**config.mk**
```make
export PLATFORM = sky130hd
export DESIGN_NAME = dcd_chain_engine
export DESIGN_NICKNAME = d
export VERILOG_FILES = /design/src/rtl/dcd_pkg.sv /design/src/rtl/dcd_desc_store.sv /design/src/rtl/dcd_size_unit.sv /design/src/rtl/dcd_buf_walker.sv /design/src/rtl/dcd_chain_engine.sv
export SDC_FILE = /design/constraint.sdc
export NUM_CORES = 1
export LEC_CHECK = 0
export ABC_AREA = 1
export BUFFER_PORTS_ARGS = -buffer_cell sky130_fd_sc_hd__buf_2
export CAP_MARGIN = 20
export CELL_PAD_IN_SITES_DETAIL_PLACEMENT = 0
export CELL_PAD_IN_SITES_GLOBAL_PLACEMENT = 1
export CORE_MARGIN = 3
export CORE_UTILIZATION = 39
export CTS_BUF_LIST = sky130_fd_sc_hd__clkbuf_8
export DETAILED_ROUTE_END_ITERATION = 8
export GPL_ROUTABILITY_DRIVEN = 0
export PLACE_DENSITY_LB_ADDON = 0.1
export RECOVER_POWER = 25
export SYNTH_ARGS = -nofsm -noshare
export SYNTH_HDL_FRONTEND = slang
export SYNTH_HIERARCHICAL = 1
export SYNTH_SLANG_ARGS = --single-unit
```
**constraint.sdc**
```tcl
create_clock -name clk -period 4 [get_ports clk]
set_clock_uncertainty 0.1 [all_clocks]
set_input_delay 0 -clock clk [delete_from_list [all_inputs] [get_ports clk]]
set_output_delay 0 -clock clk [all_outputs]
set_load 0.1 [all_outputs]
```
**src/rtl/dcd_pkg.sv**
```systemverilog
package dcd_pkg;
  typedef enum logic [2:0] {
    S_IDLE, S_FETCH, S_SETUP, S_MRD, S_PUSH, S_PULL, S_MWR, S_WBACK
  } dcd_state_t;

  typedef struct packed {
    logic [31:0] status;
    logic [31:0] size;
    logic [31:0] buf_addr;
    logic [31:0] link;
  } dcd_desc_t;

  localparam int DESC_WORDS = 4;
  localparam int BIT_OWN    = 31;
  localparam int BIT_LAST   = 2;
endpackage

```
**src/rtl/dcd_desc_store.sv**
```systemverilog
module dcd_desc_store
  import dcd_pkg::*;
#(
  parameter int W  = 32,
  parameter int N  = DESC_WORDS,
  localparam int IW = $clog2(N)
) (
  input  logic          clk,
  input  logic          rst,
  input  logic          wr_en,
  input  logic [IW-1:0] wr_idx,
  input  logic [W-1:0]  wr_data,
  output dcd_desc_t     desc
);
  logic [W-1:0] words [N];

  generate
    for (genvar i = 0; i < N; i++) begin : g_word
      always_ff @(posedge clk) begin
        if (rst) words[i] <= '0;
        else if (wr_en && wr_idx == IW'(i)) words[i] <= wr_data;
      end
    end
  endgenerate

  assign desc.status   = words[0];
  assign desc.size     = words[1];
  assign desc.buf_addr = words[2];
  assign desc.link     = words[3];
endmodule

```
**src/rtl/dcd_size_unit.sv**
```systemverilog
module dcd_size_unit #(
  parameter int AW        = 32,
  parameter int MAX_BYTES = 8192
) (
  input  logic [AW-1:0] size_field,
  input  logic [AW-1:0] remaining,
  output logic [AW-1:0] chunk
);
  localparam logic [AW-1:0] MAXV = AW'(MAX_BYTES);
  logic [AW-1:0] eff;

  always_comb begin
    if (size_field == '0 || size_field > MAXV) eff = MAXV;
    else eff = size_field;
    chunk = (eff < remaining) ? eff : remaining;
  end
endmodule

```
**src/rtl/dcd_buf_walker.sv**
```systemverilog
module dcd_buf_walker #(
  parameter int AW = 32,
  parameter int WB = 4
) (
  input  logic          clk,
  input  logic          rst,
  input  logic          load,
  input  logic [AW-1:0] load_addr,
  input  logic [AW-1:0] load_len,
  input  logic          step,
  output logic [AW-1:0] cur_addr,
  output logic [AW-1:0] step_bytes,
  output logic          last_word
);
  localparam logic [AW-1:0] WBV = AW'(WB);
  logic [AW-1:0] left;

  assign step_bytes = (left >= WBV) ? WBV : left;
  assign last_word  = (left <= WBV);

  always_ff @(posedge clk) begin
    if (rst) begin
      cur_addr <= '0;
      left     <= '0;
    end else if (load) begin
      cur_addr <= load_addr & ~(WBV - AW'(1));
      left     <= load_len;
    end else if (step) begin
      cur_addr <= cur_addr + WBV;
      left     <= left - step_bytes;
    end
  end
endmodule

```
**src/rtl/dcd_chain_engine.sv**
```systemverilog
module dcd_chain_engine
  import dcd_pkg::*;
#(
  parameter int AW            = 32,
  parameter int DW            = 32,
  parameter int BSW           = 16,
  parameter int MAX_BUF_BYTES = 8192
) (
  input  logic          clk,
  input  logic          rst,
  input  logic          start,
  input  logic          cfg_dma_en,
  input  logic          cfg_to_card,
  input  logic          cfg_card_ready,
  input  logic [AW-1:0] cfg_byte_count,
  input  logic [BSW-1:0] cfg_block_size,
  input  logic [AW-1:0] cfg_desc_base,
  output logic          mem_req,
  output logic          mem_we,
  output logic [AW-1:0] mem_addr,
  output logic [DW-1:0] mem_wdata,
  input  logic          mem_gnt,
  input  logic [DW-1:0] mem_rdata,
  output logic          tx_valid,
  output logic [DW-1:0] tx_data,
  input  logic          tx_ready,
  input  logic          rx_valid,
  input  logic [DW-1:0] rx_data,
  output logic          rx_ready,
  output logic          busy,
  output logic          done,
  output logic [AW-1:0] bytes_left,
  output logic          int_data_done,
  output logic          int_sdio,
  output logic          dst_summary,
  output logic          dst_transmit,
  output logic          dst_receive
);
  localparam int IW = $clog2(DESC_WORDS);
  localparam logic [AW-1:0] WORD_BYTES = AW'(DW / 8);
  localparam logic [IW-1:0] LAST_IDX = IW'(DESC_WORDS - 1);

  dcd_state_t    st;
  dcd_desc_t     desc;
  logic [IW-1:0] widx;
  logic [AW-1:0] daddr;
  logic [AW-1:0] rem;
  logic          to_card;
  logic [AW-1:0] chunk;
  logic [AW-1:0] cur_addr;
  logic [AW-1:0] step_bytes;
  logic          last_word;
  logic          start_ok;
  logic          walk_step;
  logic          stop_now;

  assign start_ok = start && cfg_dma_en && (cfg_byte_count != '0) &&
                    (cfg_block_size != '0) && (cfg_to_card || cfg_card_ready);
  assign walk_step = (st == S_PUSH && tx_ready) || (st == S_MWR && mem_gnt);
  assign stop_now  = desc.status[BIT_LAST] || (rem == '0);
  assign busy       = (st != S_IDLE);
  assign bytes_left = rem;

  dcd_desc_store #(.W(32), .N(DESC_WORDS)) u_store (
    .clk     (clk),
    .rst     (rst),
    .wr_en   (st == S_FETCH && mem_gnt),
    .wr_idx  (widx),
    .wr_data (mem_rdata[31:0]),
    .desc    (desc)
  );

  dcd_size_unit #(.AW(AW), .MAX_BYTES(MAX_BUF_BYTES)) u_size (
    .size_field (AW'(desc.size)),
    .remaining  (rem),
    .chunk      (chunk)
  );

  dcd_buf_walker #(.AW(AW), .WB(DW / 8)) u_walk (
    .clk        (clk),
    .rst        (rst),
    .load       (st == S_SETUP),
    .load_addr  (AW'(desc.buf_addr)),
    .load_len   (chunk),
    .step       (walk_step),
    .cur_addr   (cur_addr),
    .step_bytes (step_bytes),
    .last_word  (last_word)
  );

  always_ff @(posedge clk) begin
    if (rst) begin
      st            <= S_IDLE;
      widx          <= '0;
      daddr         <= '0;
      rem           <= '0;
      to_card       <= 1'b0;
      mem_req       <= 1'b0;
      mem_we        <= 1'b0;
      mem_addr      <= '0;
      mem_wdata     <= '0;
      tx_valid      <= 1'b0;
      tx_data       <= '0;
      rx_ready      <= 1'b0;
      done          <= 1'b0;
      int_data_done <= 1'b0;
      int_sdio      <= 1'b0;
      dst_summary   <= 1'b0;
      dst_transmit  <= 1'b0;
      dst_receive   <= 1'b0;
    end else begin
      done <= 1'b0;
      case (st)
        S_IDLE: begin
          if (start_ok) begin
            int_data_done <= 1'b0;
            int_sdio      <= 1'b0;
            dst_summary   <= 1'b0;
            dst_transmit  <= 1'b0;
            dst_receive   <= 1'b0;
            rem           <= cfg_byte_count;
            to_card       <= cfg_to_card;
            daddr         <= cfg_desc_base;
            widx          <= '0;
            mem_req       <= 1'b1;
            mem_we        <= 1'b0;
            mem_addr      <= cfg_desc_base;
            st            <= S_FETCH;
          end
        end
        S_FETCH: begin
          if (mem_gnt) begin
            if (widx == LAST_IDX) begin
              mem_req <= 1'b0;
              st      <= S_SETUP;
            end else begin
              widx     <= widx + IW'(1);
              mem_addr <= mem_addr + WORD_BYTES;
            end
          end
        end
        S_SETUP: begin
          if (to_card) begin
            mem_req  <= 1'b1;
            mem_we   <= 1'b0;
            mem_addr <= AW'(desc.buf_addr) & ~(WORD_BYTES - AW'(1));
            st       <= S_MRD;
          end else begin
            rx_ready <= 1'b1;
            st       <= S_PULL;
          end
        end
        S_MRD: begin
          if (mem_gnt) begin
            mem_req  <= 1'b0;
            tx_valid <= 1'b1;
            tx_data  <= mem_rdata;
            st       <= S_PUSH;
          end
        end
        S_PUSH: begin
          if (tx_ready) begin
            tx_valid <= 1'b0;
            rem      <= rem - step_bytes;
            mem_req  <= 1'b1;
            if (last_word) begin
              mem_we    <= 1'b1;
              mem_addr  <= daddr;
              mem_wdata <= DW'(desc.status & ~(32'h1 << BIT_OWN));
              st        <= S_WBACK;
            end else begin
              mem_we   <= 1'b0;
              mem_addr <= cur_addr + WORD_BYTES;
              st       <= S_MRD;
            end
          end
        end
        S_PULL: begin
          if (rx_valid) begin
            rx_ready  <= 1'b0;
            mem_req   <= 1'b1;
            mem_we    <= 1'b1;
            mem_addr  <= cur_addr;
            mem_wdata <= rx_data;
            st        <= S_MWR;
          end
        end
        S_MWR: begin
          if (mem_gnt) begin
            rem <= rem - step_bytes;
            if (last_word) begin
              mem_we    <= 1'b1;
              mem_addr  <= daddr;
              mem_wdata <= DW'(desc.status & ~(32'h1 << BIT_OWN));
              st        <= S_WBACK;
            end else begin
              mem_req  <= 1'b0;
              rx_ready <= 1'b1;
              st       <= S_PULL;
            end
          end
        end
        S_WBACK: begin
          if (mem_gnt) begin
            mem_we <= 1'b0;
            if (stop_now) begin
              mem_req       <= 1'b0;
              done          <= 1'b1;
              int_data_done <= 1'b1;
              int_sdio      <= 1'b1;
              dst_summary   <= 1'b1;
              dst_transmit  <= to_card;
              dst_receive   <= ~to_card;
              st            <= S_IDLE;
            end else begin
              daddr    <= AW'(desc.link);
              widx     <= '0;
              mem_addr <= AW'(desc.link);
              st       <= S_FETCH;
            end
          end
        end
        default: st <= S_IDLE;
      endcase
    end
  end
endmodule

```
## Word level (Yosys, flattened, before mapping)

Memories as Yosys holds them, arrays and structs flattened.
Index checks and enable logic that the tools add are counted.

| storage, ports and cells | value |
|---|---|
| flip-flop bits (word level) | 238 |
| bits in writable memories | 128 |
| bits of input ports | 153 |
| memories kept | 1 |

Memories:

| name | depth | width | read ports | clocked after memory_dff | write ports | line | text |
|---|---|---|---|---|---|---|---|
| u_store.words | 4 | 32 | 4 | 0 | 4 | dcd_desc_store.sv:15 | `logic [W-1:0] words [N];` |

| operators by class | value |
|---|---|
| $add $sub $neg | 5 |
| order comparisons | 4 |
| equal/unequal tests | 25 |
| muxes and demuxes | 103 |
| bitwise operators | 7 |
| reduce and logical (&&, ||, !) cells | 46 |

Operators with widths:

| cell | count |
|---|---|
| 32-bit two-way mux | 29 |
| 32-bit one-hot mux with 7 select lines | 1 |
| 32-bit one-hot mux with 3 select lines | 2 |
| 32-bit by 3-bit adder with 32-bit output (second input constant) | 2 |
| 32-bit zero test | 2 |
| 32-bit one-hot mux with 2 select lines | 1 |
| 32-bit subtractor | 2 |
| 1-bit two-way mux | 45 |
| 32-bit by 3-bit >= comparator with 1-bit output (second input constant) | 1 |
| 32-bit by 14-bit > comparator with 1-bit output (second input constant) | 1 |
| 32-bit by 3-bit <= comparator with 1-bit output (second input constant) | 1 |
| 32-bit less-than comparator | 1 |
| 32-bit nonzero test | 1 |
| 3-bit two-way mux | 10 |
| 2-bit inequality test (second input constant) | 14 |
| 3-bit one-hot mux with 8 select lines | 1 |
| 11-bit AND reduction | 2 |
| 4-bit AND reduction | 4 |
| 8-bit AND reduction | 2 |
| 16-bit nonzero test | 1 |
| 3-bit nonzero test | 5 |
| 3-bit == test (second input constant) | 4 |
| 2-bit two-way mux | 6 |
| 1-bit logical AND | 11 |
| 25 further kinds | 41 |

## Longest topological paths before layout

| logic depth | value |
|---|---|
| word-level depth | 7 |
| depth in mapped cells | 26 |
| mapped depth without buffers | 25 |

## Modules after synthesis

The synthesis kept the hierarchy.

Modules (own cells, without submodules):

| module | times used | cells each | area an instance (µm²) | sequential area each (µm²) |
|---|---|---|---|---|
| dcd_chain_engine | 1 | 2477 | 13648.1 | 3483.3 |
| dcd_desc_store | 1 | 319 | 4620.7 | 3843.7 |
| dcd_buf_walker | 1 | 667 | 4453.0 | 1241.2 |
| dcd_size_unit | 1 | 251 | 1387.6 | 0.0 |

## Worst setup path before layout

No wires, ideal clock.

| path | value |
|---|---|
| path kind | flip-flop to flip-flop |
| start | register st[1] |
| end | memory u_store.words[2][0] (enable) |
| data arrival time | 3648 ps |
| data required time | 3434 ps |
| setup slack | -214 ps |
| stages on the path, launching flop included | 9 |
| buffers on the path | 1 |
| clock period less this slack | 4214 ps |
| path through | dfxtp_1 > inv_2 > nand2_1 > nor2_2 > inv_1 > clkbuf_1 > nor2_1 > nand2_1 > o21ai_0 |

RTL lines:

| element | line | text |
|---|---|---|
| start, declared | dcd_chain_engine.sv:43 | `dcd_state_t st;` |
| start signal, assigned | dcd_chain_engine.sv:93 | `st <= S_IDLE;` |
| start signal, assigned | dcd_chain_engine.sv:128 | `st <= S_FETCH;` |
| start signal, assigned | dcd_chain_engine.sv:135 | `st <= S_SETUP;` |
| end, declared | dcd_desc_store.sv:15 |  |

## Final worst setup path

| path | value |
|---|---|
| start | register u_walk.left[22] |
| end | register rem[23], in the netlist bytes_left[23] |

| between the ends | value |
|---|---|
| longest elaborated chain between the ends | 5 |
| elaborated cells between the ends (all ways) | 6 |
| those cells by class | add/sub (1); order compare (1); mux (4) |

Ends and longest elaborated chain:

| element | line | text |
|---|---|---|
| start, declared | dcd_buf_walker.sv:16 | `logic [AW-1:0] left;` |
| start signal, assigned | dcd_buf_walker.sv:27 | `left <= load_len;` |
| start signal, assigned | dcd_buf_walker.sv:30 | `left <= left - step_bytes;` |
| 32-bit by 3-bit >= comparator with 1-bit output * | dcd_buf_walker.sv:18 | `assign step_bytes = (left >= WBV) ? WBV : left;` |
| 32-bit two-way mux * | dcd_buf_walker.sv:18 |  |
| via step_bytes[2] | dcd_chain_engine.sv:51 | `logic [AW-1:0] step_bytes;` |
| 32-bit subtractor * | dcd_chain_engine.sv:164, dcd_chain_engine.sv:190 |  |
| 32-bit two-way mux, on equally long branches | dcd_chain_engine.sv:189, dcd_chain_engine.sv:162 |  |
| 32-bit one-hot mux with 3 select lines * | dcd_chain_engine.sv:113 | `case (st)` |
| end signal, assigned | dcd_chain_engine.sv:121 | `rem <= cfg_byte_count;` |
| end signal, assigned | dcd_chain_engine.sv:164 | `rem <= rem - step_bytes;` |
| end signal, assigned | dcd_chain_engine.sv:190 | `rem <= rem - step_bytes;` |
| end, declared | dcd_chain_engine.sv:47 | `logic [AW-1:0] rem;` |

The timed path passes the listed nets; every way through them passes the cells marked *. The select of a mux whose other input is x is not followed.
A chain may end at the register's enable or synchronous reset.

==> run_results.csv <==
group,metric,value,unit
status,result_of_the_run,"finished with violations",
status,failed_checks,"slew limit",
grt,aggregate_global_route_resource_usage,29.4,%
setup_path,worstReg2RegStart,"u_walk/left[22]$_SDFFE_PP0P_",
grt,first_global_vias,24065,
layout,area.sequential,8480,sq um
synth,syn-instance-count,3708,
detailed_routing,vias,25906,
setup_path,r2r_cells,20,
sta,hold_viol_final,0,
layout,stdcell_area,29200,sq um
grt,grt_antenna_before_repair,4,
synth,syn_area_per_cell,6.47,sq um
setup_path,worst_ep_required_time,4.49,ns
clocking,tritoncts.num_buffers,71,
sta,maxSlewViolCount,34,
detailed_routing,drtAntennaViolNets,0,
layout,layout.cells.most_common_list,"1,007 x nand2_1, 616 x nor2_1, 448 x inv_1",
setup_path,reg2reg_slack,0.30,ns
layout,final_cell_count_no_fill,5007,
sta,setup_repair_after_global_routing_missed_its_margin,"no",
layout,multi_input_area,13100,sq um
sta,timing.final.setup_violations,0,
hold_path,holdPathStages,7,
grt,grt.overflow.total,0,
clocking,cts_tree,"yes",
detailed_routing,viasPerCell,5.17,
setup_path,critical_path.reg2reg.endpoint,"bytes_left[23]$_SDFFE_PP0P_",
grt,maximum_number_of_pins_on_one_net_before_global_route_repair,132,
layout,fillCellCount,6565,
die,die_y,254,microns
die,die_width,254,microns
placement,place.port_buffers,291,
die,die-area,64600,sq um
hold_path,min_path_type,"in -> reg",
power,highest_ir_drop_seen_on_vdd,0.514,mV
placement,post-dp-hpwl,71500,microns
setup_path,crit_arrival,4.19,ns
placement,placedInstanceArea,26100,sq um
setup_path,cp-end-kind,"flop",
sta,final_period_minus_worst_setup_slack,3.70,ns
synth,yosys_warnings,6,
clocking,h_tree_depth,3,
die,initial_utilization,39.6,%
placement,pre_cts_ws,0.624,ns
sta,relSlewSlack,-23.8,%
power,power.leakage,12.8,nW
sta,worst_pin_slew,1.86,ns
power,power.density_cell_area,854,nW/um^2
layout,layout.cells.most_common,"nand2_1",
die,row_count,90,
sta,max_freq,270,MHz
layout,share_of_final_layout_standard_cells_stronger_than_drive_strength_1,9.12,%
detailed_routing,drt_pre_antenna_iters,6,
clocking,clk_root_buffer_cell,"clkbuf_8",
detailed_routing,drt_first_iter_violations,2406,
placement,placed_cells_incl_taps,4697,
sta,timing.final.ws_setup,0.302,ns
clocking,worst_skew_pair.late_latency,0.71,ns
setup_path,timing.critical_path.from_type,"flop",
clocking,clock_sink_count,361,
synth,synth.cell_area,24000,sq um
hold_path,min_delay_worst_endpoint,"mem_req$_SDFFE_PP0P_",
detailed_routing,remaining_drc_errors,0,
sta,timing.setup.tns,0,ns
clocking,clock_path_buffers,3,
setup_path,timing_worst_setup_path_type,"reg -> reg",
die,boundaryPins,292,
sta,timing.final.crit_share,92.5,%
clocking,path_clk_slew,0.06,ns
layout,signed_area_change_from_the_synthesized_netlist_to_the_final_layout,21.8,%
setup_path,biggest_fanout_along_the_worst_timing_path,5,
detailed_routing,detailed_route_wl,96700,microns
detailed_routing,wire_per_inst,19.3,microns
hold_path,holdCritStartpoint,"start",
grt,wire_length_of_the_first_global_routing_pass,145000,microns
layout,finish.net_count,4384,
run,max_cap_violations,0,
die,placeableCoreArea,60600,sq um
==> worst max path at each step <==
stage | startpoint | to | slack, ns | cells after the start
floorplan | st[1]$_SDFFE_PP0P_ | u_store/words[2][10]$_SDFFCE_PN0P_ | 0.74 | 8
detailed placement | u_store/words[1][29]$_SDFFCE_PN0P_ | u_walk/left[20]$_SDFFE_PP0P_ | 0.62 | 18
CTS | u_walk/left[10]$_SDFFE_PP0P_ | mem_addr[25]$_SDFFE_PP0P_ | 0.16 | 15
global placement | u_walk/left[12]$_SDFFE_PP0P_ | mem_addr[26]$_SDFFE_PP0P_ | 0.57 | 14
global route | u_walk/left[24]$_SDFFE_PP0P_ | bytes_left[19]$_SDFFE_PP0P_ | 0.01 | 18
finish | u_walk/left[22]$_SDFFE_PP0P_ | bytes_left[23]$_SDFFE_PP0P_ | 0.30 | 20
==> report_power, final <==
part           switching [mW]  internal, mW  total [mW]
logic                    11.4          3.92        15.3
clock network            1.83          2.19        4.01
registers                1.03          4.63        5.66
total                    14.2          10.7        25.0
==> cell type report <==
type,instances,share of cell area (%)
multi-input combinational,2775,44.9
sequential,361,29.0
timing repair buffer,513,11.8
inverter,441,5.68
clock buffer,87,4.09
tap,782,3.35
clock inverter,44,1.06
antenna,4,0.0342
==> metrics by stage <==
step | utilization (%) | hold WS [ns] | power [mW]
after floorplan | - | 0.0471 | 16.5
after global placement | 43.2 | 0.162 | 20.7
after detailed placement | 43.2 | 0.163 | 20.6
after CTS | 48.5 | 0.0147 | 24.9
after global routing | 48.3 | 0.0929 | 26.6
final | 48.3 | 0.0751 | 25.0
==> critical path: stages (launching register included) <==
cell           delay [ns]
dfxtp_1              0.35
nor2_2               0.19
nand2_1              0.12
nor2_2               0.13
nand2_2              0.13
nor2_2               0.15
inv_1                0.16
nor2_1               0.22
inv_1                0.08
ha_1                 0.29
nand2_1              0.05
nand2_1              0.07
nand3_1              0.07
nand2_1              0.15
nand2_1              0.07
nand2_1              0.23
nand3_1              0.15
nand3b_1             0.11
nand3_1              0.10
a21oi_1              0.15
dlygate4sd3_1        0.55
==> timing repair <==
| action | in CTS | in global routing |
|---|---|---|
| endpoints found under the hold margin | 315 | 0 |
| setup buffers | 0 | 0 |
| hold buffers | 175 | 0 |
| resized for setup | 0 | 3 |
| endpoints found under the setup margin | 0 | 4 |
==> registers in the layout (all words and copies together) (netlist names), 2 cells and up <==
| register | flops |
|---|---|
| st | 3 |
| mem_wdata | 32 |
| u_walk/left | 32 |
| daddr | 32 |
| u_store/words | 125 |
| tx_data | 32 |
| widx | 2 |
| mem_addr | 32 |
| bytes_left | 32 |
| u_walk/cur_addr | 30 |
==> layer usage <==
layer	global-route usage (%)	share of wire, %	vias to the layer above
met1	42.6	46	11971
met2	43.4	42	958
li1	-	-	12817
met5	0	0	-
met3	6.29	8.3	160
met4	9.26	2.9	0
Power figures use the tool's default switching activity.
